===== src/rtl/pll_seq_pkg.sv =====
package pll_seq_pkg;

  typedef enum logic [2:0] {
    ST_IDLE,
    ST_DIV,
    ST_BW,
    ST_REL,
    ST_WAIT
  } seq_state_t;

  typedef enum logic [1:0] {
    MODE_SLOW   = 2'b00,
    MODE_NORMAL = 2'b01
  } pll_mode_t;

  // Output rate in MHz from stored fields (each field is value - 1).
  function automatic int unsigned rate_from_fields(input int unsigned ref_mhz,
                                                   input int unsigned nr_f,
                                                   input int unsigned nf_f,
                                                   input int unsigned no_f);
    int unsigned num;
    int unsigned den;
    num = ref_mhz * (nf_f + 1);
    den = (nr_f + 1) * (no_f + 1);
    return num / den;
  endfunction

endpackage


===== src/rtl/pll_seq_ctrl.sv =====
module pll_seq_ctrl
  import pll_seq_pkg::*;
(
  input  logic clk,
  input  logic rst_n,
  input  logic start_i,
  input  logic req_zero_i,
  input  logic lock_i,
  input  logic expired_i,
  output logic accept_o,
  output logic reject_o,
  output logic step_div_o,
  output logic step_bw_o,
  output logic step_rel_o,
  output logic waiting_o,
  output logic step_lock_o,
  output logic step_fail_o,
  output logic busy_o,
  output logic done_o,
  output logic error_o
);

  seq_state_t state_q;
  logic       idle;

  assign idle        = (state_q == ST_IDLE);
  assign accept_o    = idle && start_i && !req_zero_i;
  assign reject_o    = idle && start_i && req_zero_i;
  assign step_div_o  = (state_q == ST_DIV);
  assign step_bw_o   = (state_q == ST_BW);
  assign step_rel_o  = (state_q == ST_REL);
  assign waiting_o   = (state_q == ST_WAIT);
  assign step_lock_o = waiting_o && lock_i;
  assign step_fail_o = waiting_o && !lock_i && expired_i;
  assign busy_o      = !idle;

  always_ff @(posedge clk or negedge rst_n) begin
    if (!rst_n) begin
      state_q <= ST_IDLE;
      done_o  <= 1'b0;
      error_o <= 1'b0;
    end else begin
      done_o  <= step_lock_o;
      error_o <= step_fail_o || reject_o;
      case (state_q)
        ST_IDLE: if (accept_o) state_q <= ST_DIV;
        ST_DIV:  state_q <= ST_BW;
        ST_BW:   state_q <= ST_REL;
        ST_REL:  state_q <= ST_WAIT;
        ST_WAIT: if (step_lock_o || step_fail_o) state_q <= ST_IDLE;
        default: state_q <= ST_IDLE;
      endcase
    end
  end


  ignore_start_busy_chk: assert property (@(posedge clk) disable iff (!rst_n)
    (busy_o && start_i && !step_lock_o && !step_fail_o) |=> busy_o);

endmodule


===== src/rtl/pll_seq_timer.sv =====
module pll_seq_timer #(
  parameter int unsigned LOCK_TIMEOUT = 100000,
  localparam int unsigned TO_W = $clog2(LOCK_TIMEOUT + 1)
) (
  input  logic clk,
  input  logic rst_n,
  input  logic clear_i,
  input  logic run_i,
  output logic expired_o
);

  logic [TO_W-1:0] cnt_q;

  assign expired_o = (cnt_q == TO_W'(LOCK_TIMEOUT - 1));

  always_ff @(posedge clk or negedge rst_n) begin
    if (!rst_n) begin
      cnt_q <= '0;
    end else if (clear_i) begin
      cnt_q <= '0;
    end else if (run_i && !expired_o) begin
      cnt_q <= cnt_q + 1'b1;
    end
  end


  timer_bound_chk: assert property (@(posedge clk) disable iff (!rst_n)
    cnt_q <= TO_W'(LOCK_TIMEOUT - 1));

endmodule


===== src/rtl/pll_seq_fields.sv =====
module pll_seq_fields
  import pll_seq_pkg::*;
#(
  parameter int unsigned NR_W = 6,
  parameter int unsigned NF_W = 12,
  parameter int unsigned NO_W = 4,
  parameter int unsigned BW_W = 12
) (
  input  logic            clk,
  input  logic            rst_n,
  input  logic            accept_i,
  input  logic            step_div_i,
  input  logic            step_bw_i,
  input  logic            step_rel_i,
  input  logic            step_lock_i,
  input  logic [NR_W-1:0] nr_i,
  input  logic [NF_W-1:0] nf_i,
  input  logic [NO_W-1:0] no_i,
  output logic [1:0]      mode_o,
  output logic            reset_o,
  output logic [NR_W-1:0] nr_o,
  output logic [NF_W-1:0] nf_o,
  output logic [NO_W-1:0] no_o,
  output logic [BW_W-1:0] bw_o
);

  logic [NR_W-1:0] req_nr_q;
  logic [NF_W-1:0] req_nf_q;
  logic [NO_W-1:0] req_no_q;

  function automatic logic [BW_W-1:0] bw_calc(input logic [NF_W-1:0] nf);
    return BW_W'(nf >> 1) - BW_W'(1);
  endfunction

  always_ff @(posedge clk or negedge rst_n) begin
    if (!rst_n) begin
      req_nr_q <= '0;
      req_nf_q <= '0;
      req_no_q <= '0;
      mode_o   <= MODE_SLOW;
      reset_o  <= 1'b0;
      nr_o     <= '0;
      nf_o     <= '0;
      no_o     <= '0;
      bw_o     <= '0;
    end else begin
      if (accept_i) begin
        req_nr_q <= nr_i;
        req_nf_q <= nf_i;
        req_no_q <= no_i;
        mode_o   <= MODE_SLOW;
        reset_o  <= 1'b1;
      end
      if (step_div_i) begin
        nr_o <= req_nr_q - 1'b1;
        nf_o <= req_nf_q - 1'b1;
        no_o <= req_no_q - 1'b1;
      end
      if (step_bw_i) bw_o <= bw_calc(req_nf_q);
      if (step_rel_i) reset_o <= 1'b0;
      if (step_lock_i) mode_o <= MODE_NORMAL;
    end
  end


  bw_at_release_chk: assert property (@(posedge clk) disable iff (!rst_n)
    $fell(reset_o) |-> (bw_o == bw_calc(nf_o + 1'b1)));


  div_under_reset_chk: assert property (@(posedge clk) disable iff (!rst_n)
    (!$stable(nr_o) || !$stable(nf_o) || !$stable(no_o)) |-> reset_o);

endmodule


===== src/rtl/pll_prog_seq.sv =====
module pll_prog_seq
  import pll_seq_pkg::*;
#(
  parameter int unsigned NR_W         = 6,
  parameter int unsigned NF_W         = 12,
  parameter int unsigned NO_W         = 4,
  parameter int unsigned BW_W         = 12,
  parameter int unsigned RATE_W       = 20,
  parameter int unsigned REF_MHZ      = 24,
  parameter int unsigned LOCK_TIMEOUT = 100000
) (
  input  logic              clk,
  input  logic              rst_n,
  input  logic              start_i,
  input  logic [NR_W-1:0]   nr_i,
  input  logic [NF_W-1:0]   nf_i,
  input  logic [NO_W-1:0]   no_i,
  input  logic              pll_lock_i,
  output logic [1:0]        pll_mode_o,
  output logic              pll_reset_o,
  output logic [NR_W-1:0]   pll_nr_o,
  output logic [NF_W-1:0]   pll_nf_o,
  output logic [NO_W-1:0]   pll_no_o,
  output logic [BW_W-1:0]   pll_bwadj_o,
  output logic              busy_o,
  output logic              done_o,
  output logic              error_o,
  output logic [RATE_W-1:0] rate_mhz_o
);

  logic req_zero, accept, reject;
  logic step_div, step_bw, step_rel, waiting, step_lock, step_fail;
  logic expired;

  assign req_zero = (nr_i == '0) || (nf_i == '0) || (no_i == '0);

  pll_seq_ctrl u_ctrl (
    .clk        (clk),
    .rst_n      (rst_n),
    .start_i    (start_i),
    .req_zero_i (req_zero),
    .lock_i     (pll_lock_i),
    .expired_i  (expired),
    .accept_o   (accept),
    .reject_o   (reject),
    .step_div_o (step_div),
    .step_bw_o  (step_bw),
    .step_rel_o (step_rel),
    .waiting_o  (waiting),
    .step_lock_o(step_lock),
    .step_fail_o(step_fail),
    .busy_o     (busy_o),
    .done_o     (done_o),
    .error_o    (error_o)
  );

  pll_seq_timer #(.LOCK_TIMEOUT(LOCK_TIMEOUT)) u_timer (
    .clk      (clk),
    .rst_n    (rst_n),
    .clear_i  (step_rel),
    .run_i    (waiting),
    .expired_o(expired)
  );

  pll_seq_fields #(.NR_W(NR_W), .NF_W(NF_W), .NO_W(NO_W), .BW_W(BW_W)) u_fields (
    .clk        (clk),
    .rst_n      (rst_n),
    .accept_i   (accept),
    .step_div_i (step_div),
    .step_bw_i  (step_bw),
    .step_rel_i (step_rel),
    .step_lock_i(step_lock),
    .nr_i       (nr_i),
    .nf_i       (nf_i),
    .no_i       (no_i),
    .mode_o     (pll_mode_o),
    .reset_o    (pll_reset_o),
    .nr_o       (pll_nr_o),
    .nf_o       (pll_nf_o),
    .no_o       (pll_no_o),
    .bw_o       (pll_bwadj_o)
  );

  assign rate_mhz_o = RATE_W'(rate_from_fields(REF_MHZ, int'(pll_nr_o),
                                               int'(pll_nf_o), int'(pll_no_o)));


  enter_slow_reset_chk: assert property (@(posedge clk) disable iff (!rst_n)
    accept |=> (pll_reset_o && pll_mode_o == MODE_SLOW && busy_o));


  normal_after_lock_chk: assert property (@(posedge clk) disable iff (!rst_n)
    (pll_mode_o == MODE_NORMAL && $past(pll_mode_o) != MODE_NORMAL)
      |-> ($past(pll_lock_i) && !pll_reset_o && done_o));


  timeout_slow_chk: assert property (@(posedge clk) disable iff (!rst_n)
    step_fail |=> (error_o && pll_mode_o == MODE_SLOW && !busy_o));


  reject_stable_chk: assert property (@(posedge clk) disable iff (!rst_n)
    reject |=> (error_o && !busy_o && $stable(pll_nr_o) && $stable(pll_nf_o)
                && $stable(pll_no_o) && $stable(pll_mode_o) && $stable(pll_reset_o)));

endmodule


===== config.mk =====
export PLATFORM = sky130hd
export DESIGN_NAME = pll_prog_seq
export DESIGN_NICKNAME = d
export VERILOG_FILES = /design/src/rtl/pll_seq_pkg.sv /design/src/rtl/pll_seq_ctrl.sv /design/src/rtl/pll_seq_timer.sv /design/src/rtl/pll_seq_fields.sv /design/src/rtl/pll_prog_seq.sv
export SDC_FILE = /design/constraint.sdc
export NUM_CORES = 1
export LEC_CHECK = 0
export ABC_AREA = 1
export BUFFER_PORTS_ARGS = -buffer_cell sky130_fd_sc_hd__buf_2
export CAP_MARGIN = 20
export CORE_ASPECT_RATIO = 0.9
export CORE_MARGIN = 4
export CORE_UTILIZATION = 62
export CTS_CLUSTER_DIAMETER = 50
export DETAILED_ROUTE_END_ITERATION = 10
export GPL_TIMING_DRIVEN = 0
export PLACE_DENSITY = 0.76
export REMOVE_ABC_BUFFERS = 1
export SYNTH_ARGS = -nofsm -noshare
export SYNTH_HDL_FRONTEND = slang
export SYNTH_SLANG_ARGS = --single-unit

===== constraint.sdc =====
create_clock -name clk -period 112 [get_ports clk]
set_input_delay 11.2 -clock clk [delete_from_list [all_inputs] [get_ports clk]]
set_output_delay 11.2 -clock clk [all_outputs]
set_load 0.1 [all_outputs]

=== After elaboration in Yosys (flattened, before gate mapping) ===
Cells that the tools add are included.

* Output and inout bits: 60
* Input bits: 26
* Bits in registers: 81
* Word-level logic and storage cells: 63

* Multipliers: 2
* Equality and inequality tests: 7
* Add/sub/neg operators: 8
* Mux-type cells: 9
* Div/mod/pow operators: 1
* Reductions and logical operators: 23

{| class="wikitable"
|+ Operators with widths
! cell !! count
|-
| $mux 17 || 2
|-
| $div 32x32->32 || 1
|-
| $add 17x1->17 const B || 1
|-
| $eq 17x17->1 const B || 1
|-
| $mul 2x13->15 const A || 1
|-
| $pmux 3 s5 || 1
|-
| $add 12x1->13 const B || 1
|-
| $logic_not 12->1 || 1
|-
| $mul 7x5->12 || 1
|-
| $sub 11x1->12 const B || 1
|-
| $sub 12x1->12 const B || 1
|-
| $add 6x1->7 const B || 1
|-
| $logic_and 1x1->1 || 7
|-
| $eq 3x2->1 const B || 2
|-
| $logic_not 6->1 || 1
|-
| $mux 3 || 2
|-
| $reduce_bool 2->1 || 3
|-
| $sub 6x1->6 const B || 1
|-
| $add 4x1->5 const B || 1
|-
| $logic_not 1->1 || 4
|-
| $logic_not 4->1 || 1
|-
| $logic_or 1x1->1 || 4
|-
| $mux 2 || 2
|-
| $ne 2x2->1 const B || 2
|-
| other kinds (6) || 7
|}

=== Longest topological paths before layout ===
* Depth in word-level cells: 7
* Gate-level depth with buffers: 562
* Mapped depth without buffers: 516

=== Modules after synthesis ===
From an unflattened synthesis, not the netlist that was laid out.

* Cell total of the unflattened synthesis: 4975
* Area total of the unflattened synthesis: 29067.9 um2

{| class="wikitable"
|+ Modules (own cells, without submodules)
! module !! cells each !! instances !! area each (um2) !! sequential area each (um2)
|-
| pll_prog_seq || 4448 || 1 || 24974.0 || 0.0
|-
| pll_seq_fields || 317 || 1 || 2668.8 || 1451.4
|-
| pll_seq_timer || 175 || 1 || 1154.9 || 425.4
|-
| pll_seq_ctrl || 35 || 1 || 270.3 || 125.1
|}

=== Worst setup path after synthesis ===
No wires, ideal clock.

* Path kind: reg2out
* Start point: register u_fields.no_o[0]
* End point: output port rate_mhz_o[0]
* Cell stages (with the launch flop): 537
* Path buffers: 44
* Arrival: 79.160 ns
* Data required time: 100.800 ns
* Slack: 21.640 ns
* Cell sequence: dfrtp_1 > ha_1 > nand3_1 > or2_2 > fa_1 > fa_1 > fa_1 > inv_1 > ha_1 > nand3_1 > nand3_2 > xnor2_1 > nand2_1 > nand3b_2 > nor3_1 > nand2_1 > inv_1 > ha_1 > (+501 left out) > a21oi_1 > inv_1 > a21oi_1 > o21ai_0 > nor2_2 > nand2_4 > nor2_8 > nand2_4 > buf_6 > o21ai_2 > inv_2 > ha_1 > nand2_1 > nor2_1 > a211oi_1 > nand2_1 > nand3_1 > nand3_1

* Word-level cells in the longest chain between the ends: 3

{| class="wikitable"
|+ Ends and longest elaborated chain
! item !! line !! RTL
|-
| start: declaration || pll_seq_fields.sv:23 || <nowiki>output logic [NO_W-1:0] no_o,</nowiki>
|-
| start signal: assignment || pll_seq_fields.sv:57 || <nowiki>no_o <= req_no_q - 1'b1;</nowiki>
|-
| $add 4x1->5 || pll_seq_pkg.sv:24 || <nowiki>den = (nr_f + 1) * (no_f + 1);</nowiki>
|-
| $mul 7x5->12 || pll_seq_pkg.sv:24 ||
|-
| $div 32x32->32 || pll_seq_pkg.sv:25 || <nowiki>return num / den;</nowiki>
|-
| end: declaration || pll_prog_seq.sv:28 || <nowiki>output logic [RATE_W-1:0] rate_mhz_o</nowiki>
|}

Every way passes these cells.

=== Worst setup path in the final report ===
Ends and elaborated chain as after synthesis.

==> impl_metrics.json <==
{
  "die-area_sq_um": 52500,
  "cpMostUsedCell": "nand2_1",
  "cp-start-kind": "flop",
  "finalSetupViolations": 0,
  "dp_cells": 5524,
  "r2r_cells": 13,
  "synthXorXnorAreaFrac_pct": 9.13,
  "port_buffers": 84,
  "cts_root_buf": "clkbuf_16",
  "maxCapViolations": 0,
  "vias": 30200,
  "fin_ws_ns": 15.08,
  "hold_path.class": "reg -> reg",
  "clk_pin_slew_ns": 0.06,
  "design.portCount": 86,
  "cp_top_family": "compound AO/OA/AOI/OAI gates",
  "async_flop_share_pct": 100,
  "crit_buf_inv": 96,
  "h-tree-depth": 3,
  "cp_max_fo": 46,
  "clk_latency_ns": 0.33,
  "grt_pass1_wl_um": 129000,
  "slew_violations": 0,
  "ctsHoldBuffers": 0,
  "ant_nets": 0,
  "pre_cts_slack_ns": 15.62,
  "start_util_pct": 62.9,
  "synth_cell_types": 83,
  "status": "completed",
  "area_delta_synth_final_pct": 4.09,
  "max_stage_delay_ns": 0.74,
  "firstDrtPassIters": 5,
  "ys_ff_latch": 80,
  "worst_pin_slew_ns": 0.999,
  "cts_resized": 0,
  "crit_path_top_delay_cell": "xnor2_2",
  "critical_path_required_ns": 100.80,
  "antenna_cells": 0,
  "synthFlopType": "dfrtp_1",
  "r2r_slack_ns": 109.32,
  "finalHoldViolations": 0,
  "grt_pass1_vias": 28200,
  "drive_gt1_share_pct": 14.2,
  "ys_warn_count": 0,
  "synthMuxAreaShare_pct": 0.0991,
  "grt_usage_pct": 28.4,
  "rsz0062_at_grt": "no",
  "drt_iter0_drc": 1686,
  "synth_compound_area_share_pct": 14.8,
  "cts_setup_buffers": 0,
  "stdcell_count": 5541,
  "critPathKind": "reg -> out",
  "cp-endpoint": "rate_mhz_o[0]",
  "fin_crit_ns": 96.92,
  "rr_endpoint": "u_timer.cnt_q[15]",
  "cts_buffer_depth": 2,
  "synth_edf_count": 0,
  "place_congestion": 0.939,
  "coreArea_sq_um": 48100,
  "skew_ns": 0.00668,
  "nNetsFinal": 5313,
  "yosys-top-cells-area": "ha_1 15%, nand2_1 14%, inv_1 8.3%",
  "wl_per_cell_um": 13.5,
  "yosys.area.top_type_share_pct": 14.8,
  "cts_tree": "done",
  "drt_wl_total_um": 75100,
  "synth_top_family_by_area": "simple AND/OR/NAND/NOR gates",
  "crit_start": "u_fields.no_o[0]",
  "vias_per_cell": 5.45,
  "worst_ep_arrival_time_ns": 85.72,
  "avgSynthCellArea_sq_um": 6.23,
  "seq_area_frac_synth_pct": 6.61,
  "yosysTopAreaCell": "ha_1",
  "path_depth": 491,
  "cts_sinks": 80,
  "cts_buffers": 9,
  "synthCells": 4863,
  "fmax_mhz": 10.3,
  "grt_max_degree": 52,
  "post-route-drc-count": 0,
  "fin_crit_sh_pct": 86.5,
  "synth-simple-area-share_pct": 41.6,
  "netlist_area_sq_um": 30300,
  "gr-total-overflow": 0,
  "yosys.area_share.adder_pct": 15.9,
  "dpl.hpwl_um": 62400,
  "maxSlewHeadroom_pct": 33.3,
  "crit_path_end_kind": "output port",
  "crit-reg2reg-launch": "u_ctrl.state_q[1]",
  "antenna_found_initial": 0,
  "setup_tns_ns": 0,
  "fp.dieH_um": 218,
  "fp.dieW_um": 241,
  "num_rows": 76
}
logic make-up (layout without fill, tap and decap cells):
family,count (synthesis),after routing
simple gates,2474,2474
fa+ha+maj,375,375
flops,80,80
other cells,1,15
xor+xnor,315,315
compound gates,783,783
mux,3,3
buf+inv,832,872
registers in the layout, indices dropped and copies added (netlist names), 3 cells and up:
register and flops:
u_fields.req_nf_q 12, u_fields.req_nr_q 6, u_fields.req_no_q 4, u_fields.nf_o 12, u_fields.no_o 4, u_fields.nr_o 6, u_ctrl.state_q 3, u_fields.bw_o 12
u_timer.cnt_q 17
stage by stage:
stage | utilization, % | hold slack, ns | cell area, sq um
floorplan | - | 0.436 | 29700
global placement | 64.1 | 0.462 | 30900
detailed placement | 64.9 | 0.462 | 31200
CTS | 65.5 | 0.478 | 31500
global route | 65.5 | 0.510 | 31500
finish | 65.5 | 0.479 | 31500
worst reg2reg max path, delay by kind of cell (launching register included):
family / cells / cell delay (ns)
DFF: 1 / 0.41
buffers and inverters: 2 / 0.17
and+or+nand+nor: 10 / 1.92
AOI/OAI and AO/OA: 1 / 0.08
cells in the mapped netlist, types with 15 or more instances:
cell type and instances:
o21ai_2 26, nor2_2 62, fa_1 16, nand2_1 1100, nor4_1 15, inv_1 673, a21o_1 44, o21ai_1 35
clkbuf_1 32, nor2_4 43, xor2_1 201, o21ai_0 326, nand4_1 130, ha_1 359, nor3_1 46, or2_2 27
nor2_1 411, nand3_2 93, nand3_4 21, buf_6 22, a21oi_1 244, nand3b_1 18, nand2_4 49, dfrtp_1 80
xnor2_1 113, nand3_1 285, clkinv_1 17, nand2_2 136, o21bai_1 23, inv_2 44
worst min-delay path by stage:
stage / endpoint / cells after the start / from
after floorplan: u_timer.cnt_q[16] / 1 / u_timer.cnt_q[16]
after global placement: u_fields.bw_o[8] / 2 / u_fields.bw_o[8]
after detailed placement: u_timer.cnt_q[16] / 1 / u_timer.cnt_q[16]
after CTS: u_timer.cnt_q[16] / 1 / u_timer.cnt_q[16]
after global routing: u_timer.cnt_q[16] / 1 / u_timer.cnt_q[16]
final: u_timer.cnt_q[16] / 1 / u_timer.cnt_q[16]
area by class of cell:
cell class / count / area (sq um)
clock buffers: 13 / 280
clock inverters: 3 / 21.3
fillers: 4709 / 16600
inverters: 756 / 2940
multi-input cells: 3965 / 24800
flip-flops and latches: 80 / 2000
well taps: 624 / 781
repair buffers: 100 / 732
cell usage in the layout (no fill, tap or decap), types with 26 or more instances in the layout:
cell type  Yosys  routed
o21ai_1       35      35
nor2_1       411     411
or2_2         27      27
inv_2         44      44
nand4_1      130     130
nand3_1      285     285
nand3_2       93      93
xnor2_1      113     110
dfrtp_1       80      80
a21oi_1      244     244
a21o_1        44      44
nor2_4        43      43
o21ai_2       26      26
nand2_1     1100    1100
nor2_2        62      62
nand2_4       49      49
nand2_2      136     136
xor2_1       201     200
ha_1         359     359
inv_1        673     673
nor3_1        46      45
buf_2          1      83
o21ai_0      326     326
per-layer routing:
| metal | track usage (%) | up-vias | share of wire (%) |
|---|---|---|---|
| met3 | 1.93 | 96 | 4.0 |
| met4 | 5.24 | 0 | 1.8 |
| met1 | 39.3 | 13500 | 48 |
| met2 | 49.3 | 554 | 46 |
| met5 | 0 | - | 0 |
| li1 | - | 16000 | - |
Power is not shown: default switching activity piles up to over one toggle a cycle in this logic, so the estimate is an artifact.
